$ cat src/rtl/llsc_pkg.sv
package llsc_pkg;
    typedef enum logic [1:0] {
        OP_OTHER = 2'b00,
        OP_LINK  = 2'b01,
        OP_COND  = 2'b10,
        OP_STORE = 2'b11
    } op_kind_e;
endpackage

$ cat src/rtl/llsc_lookup.sv
module llsc_lookup #(
    parameter int ENTRIES = 4,
    parameter int LINE_W  = 16
) (
    input  logic [ENTRIES-1:0]             valid,
    input  logic [ENTRIES-1:0][LINE_W-1:0] lines,
    input  logic [LINE_W-1:0]              key,
    output logic [ENTRIES-1:0]             hit
);
    for (genvar g = 0; g < ENTRIES; g++) begin : g_cmp
        assign hit[g] = valid[g] && (lines[g] == key);
    end
endmodule

$ cat src/rtl/llsc_decide.sv
module llsc_decide
    import llsc_pkg::*;
(
    input  op_kind_e kind,
    input  logic     tracked,
    input  logic     owned,
    output logic     success,
    output logic     wr_en
);
    always_comb begin
        success = 1'b1;
        wr_en   = 1'b0;
        unique case (kind)
            OP_LINK:  begin success = 1'b1; wr_en = 1'b0; end
            OP_COND:  begin success = !tracked || owned; wr_en = !tracked || owned; end
            OP_STORE: begin success = 1'b1; wr_en = 1'b1; end
            OP_OTHER: begin success = 1'b1; wr_en = 1'b0; end
            default:  begin success = 1'b1; wr_en = 1'b0; end
        endcase
    end
endmodule

$ cat src/rtl/llsc_monitor.sv
module llsc_monitor
    import llsc_pkg::*;
#(
    parameter int ENTRIES = 4,
    parameter int LINE_W  = 16,
    parameter int ID_W    = 3
) (
    input  logic              clk,
    input  logic              rst_n,
    input  logic              op_valid,
    input  logic [1:0]        op_kind,
    input  logic [LINE_W-1:0] op_line,
    input  logic [ID_W-1:0]   op_req,
    input  logic              inv_valid,
    input  logic [LINE_W-1:0] inv_line,
    output logic              rsp_valid,
    output logic              rsp_success,
    output logic              rsp_wr_en
);
    localparam int IDX_W = (ENTRIES > 1) ? $clog2(ENTRIES) : 1;
    localparam logic [IDX_W-1:0] LAST_IDX = IDX_W'(ENTRIES - 1);

    logic [ENTRIES-1:0]             tbl_valid, tbl_valid_n;
    logic [ENTRIES-1:0]             tbl_lock,  tbl_lock_n;
    logic [ENTRIES-1:0][LINE_W-1:0] tbl_line,  tbl_line_n;
    logic [ENTRIES-1:0][ID_W-1:0]   tbl_owner, tbl_owner_n;
    logic [IDX_W-1:0]               alloc_ptr, alloc_ptr_n;

    logic [ENTRIES-1:0] op_hit, inv_hit, eff_lock;
    logic [IDX_W-1:0]   hit_idx;
    logic               tracked, owned, dec_success, dec_wr;
    op_kind_e           kind;

    assign kind = op_kind_e'(op_kind);

    llsc_lookup #(.ENTRIES(ENTRIES), .LINE_W(LINE_W)) u_op_lookup (
        .valid(tbl_valid), .lines(tbl_line), .key(op_line), .hit(op_hit)
    );

    llsc_lookup #(.ENTRIES(ENTRIES), .LINE_W(LINE_W)) u_inv_lookup (
        .valid(tbl_valid), .lines(tbl_line), .key(inv_line), .hit(inv_hit)
    );

    // invalidation is applied before the operation is judged
    assign eff_lock = tbl_lock & ~(inv_valid ? inv_hit : '0);

    always_comb begin
        hit_idx = '0;
        for (int i = ENTRIES - 1; i >= 0; i--) begin
            if (op_hit[i]) hit_idx = IDX_W'(i);
        end
    end

    assign tracked = |op_hit;
    assign owned   = tracked && eff_lock[hit_idx] && (tbl_owner[hit_idx] == op_req);

    llsc_decide u_decide (
        .kind(kind), .tracked(tracked), .owned(owned),
        .success(dec_success), .wr_en(dec_wr)
    );

    // next table contents
    always_comb begin
        tbl_valid_n = tbl_valid;
        tbl_lock_n  = eff_lock;
        tbl_line_n  = tbl_line;
        tbl_owner_n = tbl_owner;
        alloc_ptr_n = alloc_ptr;
        if (op_valid) begin
            unique case (kind)
                OP_LINK: begin
                    if (tracked) begin
                        tbl_owner_n[hit_idx] = op_req;
                        tbl_lock_n[hit_idx]  = 1'b1;
                    end else begin
                        tbl_valid_n[alloc_ptr] = 1'b1;
                        tbl_line_n[alloc_ptr]  = op_line;
                        tbl_owner_n[alloc_ptr] = op_req;
                        tbl_lock_n[alloc_ptr]  = 1'b1;
                        alloc_ptr_n = (alloc_ptr == LAST_IDX) ? '0 : alloc_ptr + IDX_W'(1);
                    end
                end
                OP_COND: begin
                    if (tracked) tbl_lock_n[hit_idx] = 1'b0;
                end
                OP_STORE: begin
                    if (owned) tbl_lock_n[hit_idx] = 1'b0;
                end
                OP_OTHER: begin
                end
                default: begin
                end
            endcase
        end
    end

    // state register
    always_ff @(posedge clk) begin
        if (!rst_n) begin
            tbl_valid <= '0;
            tbl_lock  <= '0;
            tbl_line  <= '0;
            tbl_owner <= '0;
            alloc_ptr <= '0;
        end else begin
            tbl_valid <= tbl_valid_n;
            tbl_lock  <= tbl_lock_n;
            tbl_line  <= tbl_line_n;
            tbl_owner <= tbl_owner_n;
            alloc_ptr <= alloc_ptr_n;
        end
    end

    // result register
    always_ff @(posedge clk) begin
        if (!rst_n) begin
            rsp_valid   <= 1'b0;
            rsp_success <= 1'b0;
            rsp_wr_en   <= 1'b0;
        end else begin
            rsp_valid   <= op_valid;
            rsp_success <= op_valid && dec_success;
            rsp_wr_en   <= op_valid && dec_wr;
        end
    end
endmodule

$ cat config.mk
export PLATFORM = sky130hd
export DESIGN_NAME = llsc_monitor
export DESIGN_NICKNAME = d
export VERILOG_FILES = /design/src/rtl/llsc_pkg.sv /design/src/rtl/llsc_lookup.sv /design/src/rtl/llsc_decide.sv /design/src/rtl/llsc_monitor.sv
export SDC_FILE = /design/constraint.sdc
export NUM_CORES = 1
export LEC_CHECK = 0
export BUFFER_PORTS_ARGS = -buffer_cell sky130_fd_sc_hd__buf_4
export CAP_MARGIN = 25
export CORE_MARGIN = 2
export CORE_UTILIZATION = 30
export CTS_BUF_LIST = sky130_fd_sc_hd__clkbuf_8
export CTS_CLUSTER_SIZE = 10
export DETAILED_ROUTE_END_ITERATION = 12
export PLACE_DENSITY = 0.46
export SLEW_MARGIN = 5
export SYNTH_ARGS = -nofsm -noshare
export SYNTH_HDL_FRONTEND = slang
export SYNTH_HIERARCHICAL = 1
export SYNTH_SLANG_ARGS = --single-unit
$ cat constraint.sdc
create_clock -name clk -period 3.09 [get_ports clk]
set_input_delay 0 -clock clk [delete_from_list [all_inputs] [get_ports clk]]
set_output_delay 0 -clock clk [all_outputs]
set_load 0.01 [all_outputs]
Word level (Yosys, flattened, before mapping). Cells that the tools add are included.

Bits of input ports: 41. Register bits: 89. Word-level logic and storage cells: 93. Output and inout port bits: 3.

Reduce and logical (&&, ||, !) cells: 22. Mux-type cells: 31. Magnitude comparators: 4. Bitwise logic cells: 8. Add/subtract/negate cells: 1. Eq/ne operators: 13.

Operators with widths (count): $eq 16x16->1 (8); $bwmux 64 (1); $demux 16 s2 (1); $bwmux 12 (2); $mux 4 (5); $mux 16 (1); $logic_and 1x1->1 (14); $demux 3 s2 (2); $mux 12 (1); $or 4x4->4 (3); $pmux 4 s3 (1); $mux 2 (5); $mux 3 (3); $and 4x4->4 (2); $not 4->4 (2); $bmux 3 s2 (1); $eq 2x2->1 const B (3); $lt 2x3->1 const B (2); $demux 1 s2 (2); $ge 2x1->1 const B (2); $reduce_or 4->1 (1); $eq 3x3->1 (1); $mux 1 (3); $pmux 1 s3 (1); other kinds (12) (12).

Logic depth before layout (Yosys ltp).
Depth in word-level cells: 15. Depth in mapped cells: 13. Mapped depth without buffers: 11.

Hierarchy. The synthesis kept the hierarchy.

By module, submodules not included: llsc_monitor (seq. area each 1781.7 um2, cells an instance 436, instances 1, area an instance 3806.2 um2); llsc_lookup (seq. area each 0.0 um2, cells an instance 94, instances 2, area an instance 748.2 um2); llsc_decide (seq. area each 0.0 um2, cells an instance 3, instances 1, area an instance 22.5 um2).

Worst setup path before layout. Ideal clock, no wire load.

Path type: register to register. Start point: register tbl_line[29] in the netlist's numbering. End point: register tbl_lock[2]. Path buffers: 1. Library setup time: 0.136 ns. Period minus slack after synthesis: 2.667 ns. Required time: 2.954 ns. Path slack: 0.423 ns. Cell stages (with the launch flop): 12. Arrival time: 2.531 ns. Path through: dfxtp_1 -> xor2_1 -> nor4_1 -> nand4_1 -> nor4_2 -> buf_4 -> a21oi_1 -> a2111oi_0 -> a311oi_1 -> nor4_2 -> and3_4 -> a21oi_1.

Elaborated cells between the ends (all ways): 30. Classes of those cells: 2 x order compare; 3 x eq/ne; 14 x mux; 5 x bitwise; 6 x reduce/logical.

RTL lines: from (decl) (RTL line llsc_monitor.sv:25) `logic [ENTRIES-1:0][LINE_W-1:0] tbl_line, tbl_line_n;`; from (signal assigned) (RTL line llsc_monitor.sv:108) `tbl_line <= tbl_line_n;`; $eq 16x16->1 * (RTL line llsc_lookup.sv:11) `assign hit[g] = valid[g] && (lines[g] == key);`; $logic_and 1x1->1 * (RTL line llsc_lookup.sv:11); named net op_hit[1] (RTL line llsc_monitor.sv:29) `logic [ENTRIES-1:0] op_hit, inv_hit, eff_lock;`; $mux 2 (2 in a row) (RTL line llsc_monitor.sv:50) `if (op_hit[i]) hit_idx = IDX_W'(i);`; $bmux 3 s2 or $bmux 1 s2 (tied branches) (RTL line llsc_monitor.sv:55) `assign owned = tracked && eff_lock[hit_idx] && (tbl_owner[hit_idx] == op_req);`; $mux 3 (implied by the code) or $mux 1 (tied branches) (RTL line llsc_monitor.sv:55); $eq 3x3->1 or $logic_and 1x1->1 (tied branches) (RTL line llsc_monitor.sv:55); $logic_and 1x1->1 * (RTL line llsc_monitor.sv:55); named net owned (RTL line llsc_monitor.sv:31) `logic tracked, owned, dec_success, dec_wr;`; $mux 4 * (RTL line llsc_monitor.sv:87) `if (owned) tbl_lock_n[hit_idx] = 1'b0;`; $pmux 4 s3 * (RTL line llsc_monitor.sv:70) `unique case (kind)`; $mux 4 * (RTL line llsc_monitor.sv:69) `if (op_valid) begin`; to (signal assigned) (RTL line llsc_monitor.sv:107) `tbl_lock <= tbl_lock_n;`; to (decl) (RTL line llsc_monitor.sv:24) `logic [ENTRIES-1:0] tbl_lock, tbl_lock_n;`.

Mark *: on every way through the listed nets, which the timed path passes. The rest lies on a longest branch. The select of a mux whose other input is x is not followed. A chain may end at the register's enable or synchronous reset.

Worst setup path in the final report.
Start point: register tbl_line[8] in the netlist's numbering. End point: register tbl_lock[0].

Elaborated cells between the ends (all ways): 30. Classes of those cells: 2 x order compare; 3 x eq/ne; 13 x mux; 6 x bitwise; 6 x reduce/logical.

RTL lines (RTL line): $eq 16x16->1 * (llsc_lookup.sv:11); $logic_and 1x1->1 * (llsc_lookup.sv:11); named net op_hit[0] (llsc_monitor.sv:29); $mux 2 (llsc_monitor.sv:50); $bmux 3 s2 or $bmux 1 s2 (tied branches) (llsc_monitor.sv:55); $mux 3 (implied by the code) or $mux 1 (tied branches) (llsc_monitor.sv:55); $eq 3x3->1 or $logic_and 1x1->1 (tied branches) (llsc_monitor.sv:55); $logic_and 1x1->1 * (llsc_monitor.sv:55); named net owned (llsc_monitor.sv:31); $mux 4 * (llsc_monitor.sv:87); $pmux 4 s3 * (llsc_monitor.sv:70); $mux 4 * (llsc_monitor.sv:69).

Marked as above.

==> results.yml <==
run_status:
  outcome: "finished clean"
worst_setup_path:
  startpoint: "tbl_line[8]"
  required_ps: 3350
  cp_max_fo: 6
  startpoint_type: "register"
  crit_type: "register to register"
  r2r-end: "tbl_lock[0]"
  critPathCaptureType: "register"
  endpoint: "tbl_lock[0]"
  r2r_start: "tbl_line[8]"
  rrSetupSlack_ps: 20
  r2r_cells: 11
  cp.arrival_ps: 3330
grt:
  grt_pass1_vias: 4269
  grt_max_degree: 90
  track_usage: 0.1759
  grt_overflow: 0
  grt_pass1_wl_um: 24540
  antenna_found_initial: 0
drt:
  vias: 4504
  drt_iter0_drc: 297
  wl_per_cell_um: 17.90
  drt_pass1_iterations: 4
  routed_wl_um: 16420
  drtAntennaViolNets: 0
  vias_per_cell: 4.912
  drc_errors: 0
clock_tree:
  clkSinkCount: 89
  insertion_delay_ps: 380
  cts_buffers: 9
  clock_path_buffers: 2
  ctsHtreeMaxLevel: 3
  path_clk_slew_ps: 90
  clockRootBuffer: "clkbuf_8"
  cts_tree: "built"
yosys:
  synth_edf_count: 0
  synth.net_count: 672
  muxShareOfSynthArea: 0.02256
  synth_compound_area_frac: 0.1553
  synthTopCellsByCount: "nand2_1, xnor2_1, dfxtp_1"
  synthAdderAreaFrac: 0.009398
  syn_inst: 627
  ys_top_cells_by_area: "dfxtp_1, xnor2_1, nand2_1"
  ys_types: 52
  synthXorXnorAreaFrac: 0.2105
  yosysTopAreaCellShare: 0.3346
  synth_top_family_by_area: "simple AND/OR/NAND/NOR gates"
  yosys.area_share.simple: 0.2260
  synth.most_common_cell: "nand2_1"
  avgSynthCellArea_um2: 8.493
  synthFlopType: "dfxtp_1"
  ys_seq_area_frac: 0.3346
  synth-seq-cells: 89
  syn_area_mm2: 0.005325
  async_flop_share: 0
  synth_warnings: 6
  synth_top_cell_by_area: "dfxtp_1"
sta:
  rsz0062_at_grt: "true"
  finalHoldViolations: 0
  max_freq_mhz: 326.2
  relSlewSlack: 0.4438
  setup_violations: 0
  fin_crit_sh: 0.9922
  period_needed_ps: 3066
  final_max_slew_viol_count: 0
  tightest_slew_ps: 834.3
  clock-skew-final_ps: 20.80
  hold_slack_ps: 96.82
placed_design:
  place_area_mm2: 0.005844
  dp_hpwl_um: 11460
  io_buffers: 43
  gp_congestion: 0.7977
die:
  coreArea_mm2: 0.01730
  dieArea_mm2: 0.01883
  start_util: 0.3079
  die_w_um: 137.2
  io_pins: 44
  die_h_um: 137.2
  rows: 48
final_layout:
  fin_nets: 734
  final_area_mm2: 0.006523
  drive_above_1_share: 0.1806
  n_antenna_cell: 0
  syn_to_final_growth_pct: 22.49
  final_util: 0.3771
run:
  cap_violations: 0
power:
  total_leakage_power_uw: 0.002195
  finalPower_uw: 2444
  vdd_drop_max_uv: 200.8
  powerDensity_mw_per_mm2: 374.7
worst_hold_path:
  hold_path_class: "input port to register"
[kinds of logic after synthesis]
kind of cell,Yosys count
simple gates,238
buf+inv,47
compound gates,109
fa+ha+maj,4
flops,89
mux,12
xor+xnor,128
[registers in the layout (all words and copies together) (netlist names)]
register / cells
rsp_wr_en: 1
rsp_success: 1
tbl_lock: 4
alloc_ptr: 2
tbl_owner: 12
rsp_valid: 1
tbl_line: 64
tbl_valid: 4
[placed cells by master, fill, tap and decap left out, types with 5 or more instances in the layout]
master         Yosys  routed
nand2_1          148     148
xnor2_1           96      96
dfxtp_1           89      85
buf_4              4      64
a21boi_0          59      59
xor2_1            32      31
nand4_1           25      25
dlygate4sd3_1      0      22
nor2b_1           18      17
mux2i_1           12      11
clkbuf_8           0      11
a21oi_1            9       8
nor4_2             9       8
inv_1              7       7
a21boi_1           7       7
nor2_1             7       7
nor4_4             1       5
nor4_1             8       5
[per-layer routing]
metal,vias to the layer above,track usage,wire [um]
li1,2234,-,-
met1,2162,0.2513,7918
met2,88,0.2698,7375
met3,20,0.02097,733
met4,0,0.06758,389
met5,-,0,0
[how the worst min path moves through the flow]
| stage | start | endpoint | slack (ps) | cells past startpoint |
|---|---|---|---|---|
| 6_report | op_line[1] | tbl_line[1] | 100 | 4 |
| 3_3_place_gp | op_valid | tbl_lock[1] | 260 | 2 |
| 3_5_place_dp | op_valid | tbl_lock[1] | 250 | 2 |
| 5_1_grt | op_line[1] | tbl_line[1] | 100 | 4 |
| 2_1_floorplan | op_line[6] | tbl_line[38] | 130 | 2 |
| 4_1_cts | op_line[1] | tbl_line[49] | 70 | 4 |
[what timing repair did]
item                       in CTS  in global routing
gates resized for setup         2                 33
setup endpoints to repair       6                  7
cloned                          0                  1
setup buffers                   2                 11
hold buffers                   22                  0
pin swaps                       2                 22
hold endpoints to repair       76                  0
[through the flow]
step,cells,worst slack (ps),setup TNS [ps]
after detailed placement,869,-134.0,-445.1
after global routing,917,-126.6,-531.3
after global placement,869,-116.8,-419.0
after floorplan,627,422.8,0
final,917,24.01,0
after CTS,907,16.88,0
[critical path, cell delays in order, from the launching register on]
cell	delay, ps
dfxtp_4	370
xor2_2	160
nor4_4	340
nand4_1	220
nor4_4	350
buf_6	190
nor2b_4	50
a221oi_2	290
o211ai_1	200
nor4_4	410
and3_4	290
a221oi_2	60
[layout make-up]
| class | instances | area [um^2] |
|---|---|---|
| fill | 1795 | 10770 |
| multi-input combinational | 491 | 3466 |
| sequential | 89 | 1789 |
| timing repair buffer | 90 | 739.5 |
| tap | 225 | 281.5 |
| clock buffer | 11 | 151.4 |
| clock inverter | 3 | 65.06 |
| inverter | 8 | 30.03 |
[power breakdown]
group | total (uW) | switching (uW) | internal, uW
registers | 1180 | 13.5 | 1160
clock network | 923 | 433 | 490
logic | 345 | 184 | 161
total | 2440 | 631 | 1810
Power figures use the tool's default switching activity.
